`src/rtl/bs_pkg.sv`:
```
package bs_pkg;

  typedef enum logic {
    ST_PICK  = 1'b0,
    ST_DRAIN = 1'b1
  } bs_state_e;

  // index `base + off`, folded into 0..n-1 (base, off < n)
  function automatic int unsigned rot_index(int unsigned base, int unsigned off, int unsigned n);
    int unsigned s;
    s = base + off;
    return (s >= n) ? s - n : s;
  endfunction

  // successor in rotation
  function automatic int unsigned wrap_inc(int unsigned idx, int unsigned n);
    return (idx + 1 >= n) ? 0 : idx + 1;
  endfunction

  // rule draw: fewest-outstanding when the random value does not exceed the threshold
  function automatic logic rule_is_sjf(logic [31:0] rnd, logic [31:0] thr);
    return rnd <= thr;
  endfunction

  // a zero-length batch still carries one request
  function automatic logic [31:0] eff_len(logic [31:0] len);
    return (len == 0) ? 32'd1 : len;
  endfunction

endpackage

```
`src/rtl/bs_lfsr.sv`:
```
module bs_lfsr #(
  parameter int          W     = 8,
  parameter logic [W-1:0] TAPS = 8'hB8,
  parameter logic [W-1:0] SEED = 8'h5A
) (
  input  logic         clk,
  input  logic         rst_n,
  output logic [W-1:0] value
);

  logic [W-1:0] state_q;

  always_ff @(posedge clk) begin
    if (!rst_n) state_q <= SEED;
    else if (state_q[0]) state_q <= (state_q >> 1) ^ TAPS;
    else state_q <= state_q >> 1;
  end

  assign value = state_q;

  // the register must never lock up at zero
  a_r5_lfsr_nonzero: assert property (@(posedge clk) disable iff (!rst_n)
    state_q != '0);

endmodule

```
`src/rtl/bs_sjf_sel.sv`:
```
module bs_sjf_sel #(
  parameter int NSRC  = 4,
  parameter int CNT_W = 6,
  parameter int SRC_W = 2
) (
  input  logic [NSRC-1:0]       ready,
  input  logic [NSRC*CNT_W-1:0] infl,
  output logic                  any,
  output logic [SRC_W-1:0]      sel
);

  logic [CNT_W-1:0] best_cnt;

  // strict less-than keeps the lowest index on ties
  always_comb begin
    any      = 1'b0;
    sel      = '0;
    best_cnt = '0;
    for (int i = 0; i < NSRC; i++) begin
      if (ready[i] && (!any || infl[i*CNT_W +: CNT_W] < best_cnt)) begin
        any      = 1'b1;
        sel      = SRC_W'(i);
        best_cnt = infl[i*CNT_W +: CNT_W];
      end
    end
  end

endmodule

```
`src/rtl/bs_rr_sel.sv`:
```
module bs_rr_sel #(
  parameter int NSRC  = 4,
  parameter int SRC_W = 2
) (
  input  logic [NSRC-1:0]  ready,
  input  logic [SRC_W-1:0] ptr,
  output logic             any,
  output logic [SRC_W-1:0] sel
);

  import bs_pkg::*;

  int unsigned j;

  // scan downward so the nearest ready source at or after ptr wins
  always_comb begin
    any = 1'b0;
    sel = '0;
    j   = 0;
    for (int k = NSRC - 1; k >= 0; k--) begin
      j = rot_index(int'(ptr), k, NSRC);
      if (ready[j]) begin
        any = 1'b1;
        sel = SRC_W'(j);
      end
    end
  end

endmodule

```
`src/rtl/batch_sched.sv`:
```
module batch_sched #(
  parameter int NSRC  = 4,
  parameter int NBANK = 4,
  parameter int LEN_W = 4,
  parameter int CNT_W = 6,
  parameter int TAG_W = 8,
  parameter int RND_W = 8,
  parameter logic [RND_W-1:0] RND_TAPS = 8'hB8,
  parameter logic [RND_W-1:0] RND_SEED = 8'h5A,
  localparam int SRC_W  = (NSRC  > 1) ? $clog2(NSRC)  : 1,
  localparam int BANK_W = (NBANK > 1) ? $clog2(NBANK) : 1
) (
  input  logic                    clk,
  input  logic                    rst_n,
  input  logic [NSRC-1:0]         src_ready,
  input  logic [NSRC*LEN_W-1:0]   src_len,
  input  logic [NSRC*CNT_W-1:0]   src_infl,
  input  logic [NSRC*BANK_W-1:0]  src_bank,
  input  logic [NSRC*TAG_W-1:0]   src_tag,
  input  logic [RND_W-1:0]        sjf_prob,
  input  logic [NBANK-1:0]        bank_full,
  output logic [NSRC-1:0]         src_deq,
  output logic                    out_valid,
  output logic [SRC_W-1:0]        out_src,
  output logic [BANK_W-1:0]       out_bank,
  output logic [TAG_W-1:0]        out_tag
);

  import bs_pkg::*;

  bs_state_e        state_q;
  logic [SRC_W-1:0] sel_q;
  logic [LEN_W-1:0] rem_q;
  logic [SRC_W-1:0] rr_ptr_q;

  // ---- rule candidates ----
  logic             sjf_any, rr_any;
  logic [SRC_W-1:0] sjf_idx, rr_idx;
  logic [RND_W-1:0] rnd;

  bs_sjf_sel #(.NSRC(NSRC), .CNT_W(CNT_W), .SRC_W(SRC_W)) u_sjf (
    .ready (src_ready),
    .infl  (src_infl),
    .any   (sjf_any),
    .sel   (sjf_idx)
  );

  bs_rr_sel #(.NSRC(NSRC), .SRC_W(SRC_W)) u_rr (
    .ready (src_ready),
    .ptr   (rr_ptr_q),
    .any   (rr_any),
    .sel   (rr_idx)
  );

  bs_lfsr #(.W(RND_W), .TAPS(RND_TAPS), .SEED(RND_SEED)) u_rnd (
    .clk   (clk),
    .rst_n (rst_n),
    .value (rnd)
  );

  // ---- named events ----
  logic             use_sjf;
  logic             pick_fire;
  logic [SRC_W-1:0] pick_idx;
  logic [LEN_W-1:0] pick_len;
  logic [BANK_W-1:0] cur_bank;
  logic             stall;
  logic             beat;
  logic             last_beat;

  assign use_sjf   = rule_is_sjf(32'(rnd), 32'(sjf_prob));
  assign pick_fire = (state_q == ST_PICK) && sjf_any && rr_any;
  assign pick_idx  = use_sjf ? sjf_idx : rr_idx;
  assign pick_len  = LEN_W'(eff_len(32'(src_len[pick_idx*LEN_W +: LEN_W])));
  assign cur_bank  = src_bank[sel_q*BANK_W +: BANK_W];
  assign stall     = (state_q == ST_DRAIN) && bank_full[cur_bank];
  assign beat      = (state_q == ST_DRAIN) && !bank_full[cur_bank];
  assign last_beat = beat && (rem_q == LEN_W'(1));

  // ---- pick / drain state ----
  always_ff @(posedge clk) begin
    if (!rst_n) begin
      state_q  <= ST_PICK;
      sel_q    <= '0;
      rem_q    <= '0;
      rr_ptr_q <= '0;
    end else if (pick_fire) begin
      state_q  <= ST_DRAIN;
      sel_q    <= pick_idx;
      rem_q    <= pick_len;
      rr_ptr_q <= SRC_W'(wrap_inc(int'(pick_idx), NSRC));
    end else if (beat) begin
      rem_q <= rem_q - LEN_W'(1);
      if (last_beat) state_q <= ST_PICK;
    end
  end

  // ---- request stream ----
  always_comb begin
    src_deq = '0;
    if (beat) src_deq[sel_q] = 1'b1;
  end

  assign out_valid = beat;
  assign out_src   = sel_q;
  assign out_bank  = cur_bank;
  assign out_tag   = src_tag[sel_q*TAG_W +: TAG_W];

  // ---- assertions ----
  // at most one source dequeued per cycle
  a_r6_deq_onehot: assert property (@(posedge clk) disable iff (!rst_n)
    $onehot0(src_deq));

  // a finished batch is followed by a strobe-free pick cycle
  a_r6_gap_after_batch: assert property (@(posedge clk) disable iff (!rst_n)
    last_beat |=> (src_deq == '0));

  // a pick only lands on a ready source
  a_r2_pick_ready: assert property (@(posedge clk) disable iff (!rst_n)
    pick_fire |-> src_ready[pick_idx]);

  // a stalled cycle keeps the draining source in place
  a_r8_stall_hold: assert property (@(posedge clk) disable iff (!rst_n)
    stall |=> $stable(out_src));

  // a fewest-outstanding pick passes over no better ready source
  for (genvar g = 0; g < NSRC; g++) begin : g_sjf_chk
    a_r3_sjf_min: assert property (@(posedge clk) disable iff (!rst_n)
      (pick_fire && use_sjf && src_ready[g]) |->
        ((src_infl[g*CNT_W +: CNT_W] > src_infl[pick_idx*CNT_W +: CNT_W]) ||
         ((src_infl[g*CNT_W +: CNT_W] == src_infl[pick_idx*CNT_W +: CNT_W]) &&
          (g >= int'(pick_idx)))));
  end

endmodule

```
`config.mk`:
```
export PLATFORM = sky130hd
export DESIGN_NAME = batch_sched
export DESIGN_NICKNAME = d
export VERILOG_FILES = /design/src/rtl/bs_pkg.sv /design/src/rtl/bs_lfsr.sv /design/src/rtl/bs_sjf_sel.sv /design/src/rtl/bs_rr_sel.sv /design/src/rtl/batch_sched.sv
export SDC_FILE = /design/constraint.sdc
export NUM_CORES = 1
export LEC_CHECK = 0
export ABC_AREA = 1
export CORE_UTILIZATION = 59
export CTS_CLUSTER_SIZE = 12
export DETAILED_ROUTE_END_ITERATION = 16
export DONT_BUFFER_PORTS = 1
export GPL_TIMING_DRIVEN = 0
export PLACE_DENSITY = 0.83
export SYNTH_ARGS = -nofsm -noshare
export SYNTH_HDL_FRONTEND = slang
export SYNTH_HIERARCHICAL = 1
export SYNTH_SLANG_ARGS = --single-unit
```
`constraint.sdc`:
```
create_clock -name clk -period 4.4 [get_ports clk]
set_clock_uncertainty 0.05 [all_clocks]
set_input_delay 0.66 -clock clk [delete_from_list [all_inputs] [get_ports clk]]
set_output_delay 0.66 -clock clk [all_outputs]
set_load 0.005 [all_outputs]
```
==> results.ini <==
[pwr]
p_sw_w = 0.000439
ir_drop_v = 0.000296
p_per_area_nw_per_um2 = 337
pwr-share-seq_pct = 23.2
power_w = 0.000907
intPower_w = 0.000467
switching_share_pct = 48.5
power_frac_comb_pct = 63.9
pwr-share-clk_pct = 12.9
cellLeakagePower_nw = 1.38

[global_routing]
antenna_found_initial = 0
grt.total_usage_pct = 27.1
grt_max_degree = 11
grt_pass1_wl_mm = 8.88
grt_pass1_vias = 2054
gr-total-overflow = 0

[setup_path]
cp_slowest_cell = ha_1
start_kind = primary input
path_max_fanout = 7
path_delay_family = simple AND/OR/NAND/NOR gates
crit_path_max_incr_delay_ns = 0.35
startpoint = src_ready[0]
critical_path_required_ns = 4.54
end_kind = register
crit_buf_inv = 3
critPathArrivalTime_ns = 4.75
timing.rr.start = rr_ptr_q[0]
critPathMostFrequentCell = nand2_1
crit_type = in2reg

[placed_design]
dp_hpwl_mm = 4.62
placed_cells_incl_taps = 442
placed_cell_area_um2 = 2380
io_buffers = 0
place_congestion = 0.865

[sta]
setup_viol = 4
fin_crit_sh_pct = 105
maxSlewViolCount = 0
fmax_ghz = 0.217
min_period_ns = 4.61
relSlewSlack_pct = 71.7
hold_ws_ns = 0.390
tightest_slew_ns = 0.424
rsz0062_at_grt = yes
setup_ws_ns = -0.211
hold_viol_final = 0

[floorplan]
coreArea_um2 = 3690
dieArea_um2 = 4110
ioPinCount = 115
fp.dieW_um = 64.1
die_height_um = 64.1
rows = 22
start_util_pct = 61.7

[finish]
final_util_pct = 72.9
drive_gt1_share_pct = 22.8
num-nets-final = 528
antennaDiodeCount = 0
instances_no_fill = 452
fin_area_um2 = 2690
area_delta_synth_final_pct = 18.2

[logic_synthesis]
yosys.area_share.xor_xnor_pct = 0.385
ys_warn_count = 6
avgSynthCellArea_um2 = 5.77
yosysTopAreaCell = nand2_1
synth_fa_ha_area_share_pct = 13.8
syn_inst = 394
ys_top_cells_by_area = nand2_1 (22%), dfxtp_1 (15%), ha_1 (14%), nand3_1 (13%), inv_1 (7.1%)
synth_top_area_share_pct = 21.8
ys_ff_latch = 17
yosys.area_share.simple_pct = 46.1
synthMuxAreaShare_pct = 0
seq_area_frac_synth_pct = 15.0
synth.distinct_cells = 38
synth-compound-area-share_pct = 12.9
syn-num-nets = 517
synth_top_family_by_area = simple AND/OR/NAND/NOR gates
synth_area_um2 = 2270

[detailed_routing]
wl_per_cell_um = 14.1
drtPass1Iterations = 4
drcViolationCount = 0
via_count = 2571
drt_wl_total_mm = 6.38
first_iter_violations = 135
via_per_inst = 5.69
ant_nets = 0

[clock_network]
cts_sinks = 17
cts_hold_buf = 0
numCtsBuffers = 3
insertion_delay_ns = 0.25
path_clk_slew_ns = 0.07
cts_tree = yes
clockBufferDepth = 2
root_buffer = clkbuf_8
h-tree-depth = 1

[status]
status = complete, but fails checks
violations = negative setup slack

[run]
maxCapViolations = 0

[worst_hold_path]
hp-class = reg2reg
hp-start = u_rnd/value[7]

power by group through the flow:
stage / sequential (W) / clock [W] / combinational, W
2_1_floorplan: 0.000206 / 0 / 0.000415
3_3_place_gp: 0.000213 / 0 / 0.000481
3_5_place_dp: 0.000214 / 0 / 0.000491
4_1_cts: 0.000211 / 0.000119 / 0.000511
5_1_grt: 0.000215 / 0.000128 / 0.000649
6_report: 0.000211 / 0.000117 / 0.000579
logic make-up after synthesis:
group | after synthesis
AND/OR/NAND/NOR | 239
buffers and inverters | 64
XOR/XNOR | 1
AO/OA/AOI/OAI | 48
flip-flops | 17
adder cells (fa/ha/maj) | 25
cell usage in the layout (no fill, tap or decap), types with 2 or more instances in the layout:
cell type / count
nand2_1: 113
buf_4: 6
a22oi_1: 7
inv_1: 41
nand3_1: 54
nor2_2: 6
buf_6: 3
ha_4: 5
nand4_1: 2
nand2_4: 12
o21ai_1: 9
clkinv_1: 2
nor3_1: 2
ha_1: 19
clkbuf_1: 2
a21oi_1: 9
a31oi_1: 2
buf_2: 4
a21oi_2: 3
a21o_1: 2
inv_2: 8
a211oi_2: 2
o21ai_2: 6
nand2_2: 21
clkbuf_8: 3
nand3_2: 5
dfxtp_1: 17
nor2_1: 21
registers in the layout (all words and copies together) (netlist names):
| name | flops |
|---|---|
| out_src | 2 |
| rem_q | 4 |
| rr_ptr_q | 2 |
| state_q | 1 |
| u_rnd/value | 8 |
repair_timing:
action,4_1_cts,5_1_grt
endpoints found under the setup margin,6,8
buffers inserted,6,0
resized for setup,14,39
gates cloned,1,0
pin swaps,13,15
area by class of cell:
type	instances	area, µm²
flip-flops and latches	17	340
well taps	48	60.1
fillers	306	1000
clock buffers	4	45.0
multi-input cells	314	1910
plain buffers	10	81.3
inverters	53	203
repair buffers	6	45.0
through the flow:
stage	setup WS, ns	TNS [ns]
2_1_floorplan	0.0166	0
3_3_place_gp	-0.474	-2.50
3_5_place_dp	-0.469	-2.54
4_1_cts	-0.0313	-0.0551
5_1_grt	-0.438	-1.71
6_report	-0.211	-0.421
synthesized netlist by cell type:
cell / number
o21ai_1: 11
nand4_1: 2
buf_2: 5
buf_1: 1
a21boi_1: 1
clkinv_2: 1
dfxtp_1: 17
a22o_1: 1
and2_4: 1
ha_1: 25
a31oi_1: 2
o21ai_2: 2
nand2_4: 1
nor3_1: 2
xnor2_1: 1
or2_2: 1
a21o_1: 2
nor2_2: 4
nand3_1: 57
a211oi_1: 2
a22oi_1: 7
o21ai_0: 4
nand2_2: 12
or2_0: 1
buf_6: 3
inv_2: 7
nand2_1: 132
a21oi_1: 12
clkbuf_1: 2
o22ai_1: 1
or2_1: 1
o211ai_1: 1
nor2_1: 23
o31ai_1: 1
a21oi_2: 1
inv_1: 43
clkinv_1: 2
nand3_2: 2
worst paths after layout:
path                    endpoint  slack [ns]  depth (start not counted)
setup / recovery        rem_q[0]       -0.21                         37
hold / removal    u_rnd/value[6]        0.39                          2
setup reg to reg        rem_q[0]        2.19                         17
hold reg to reg   u_rnd/value[6]        0.39                          2
worst reg2reg max path: cells and delay by family, from the launching register on:
kind | cells | cell delay [ns]
AOI/OAI and AO/OA | 2 | 0.22
buffers and inverters | 2 | 0.21
DFF | 1 | 0.38
and+or+nand+nor | 13 | 1.29
per-layer routing:
metal	global-route usage, %	vias to the layer above	share of wire [%]
li1	-	1302	-
met1	31.6	1138	39
met2	47.3	117	49
met3	8.93	14	9.3
met4	6.67	0	2.2
met5	0	-	0
(Power assumes the default switching activity.)
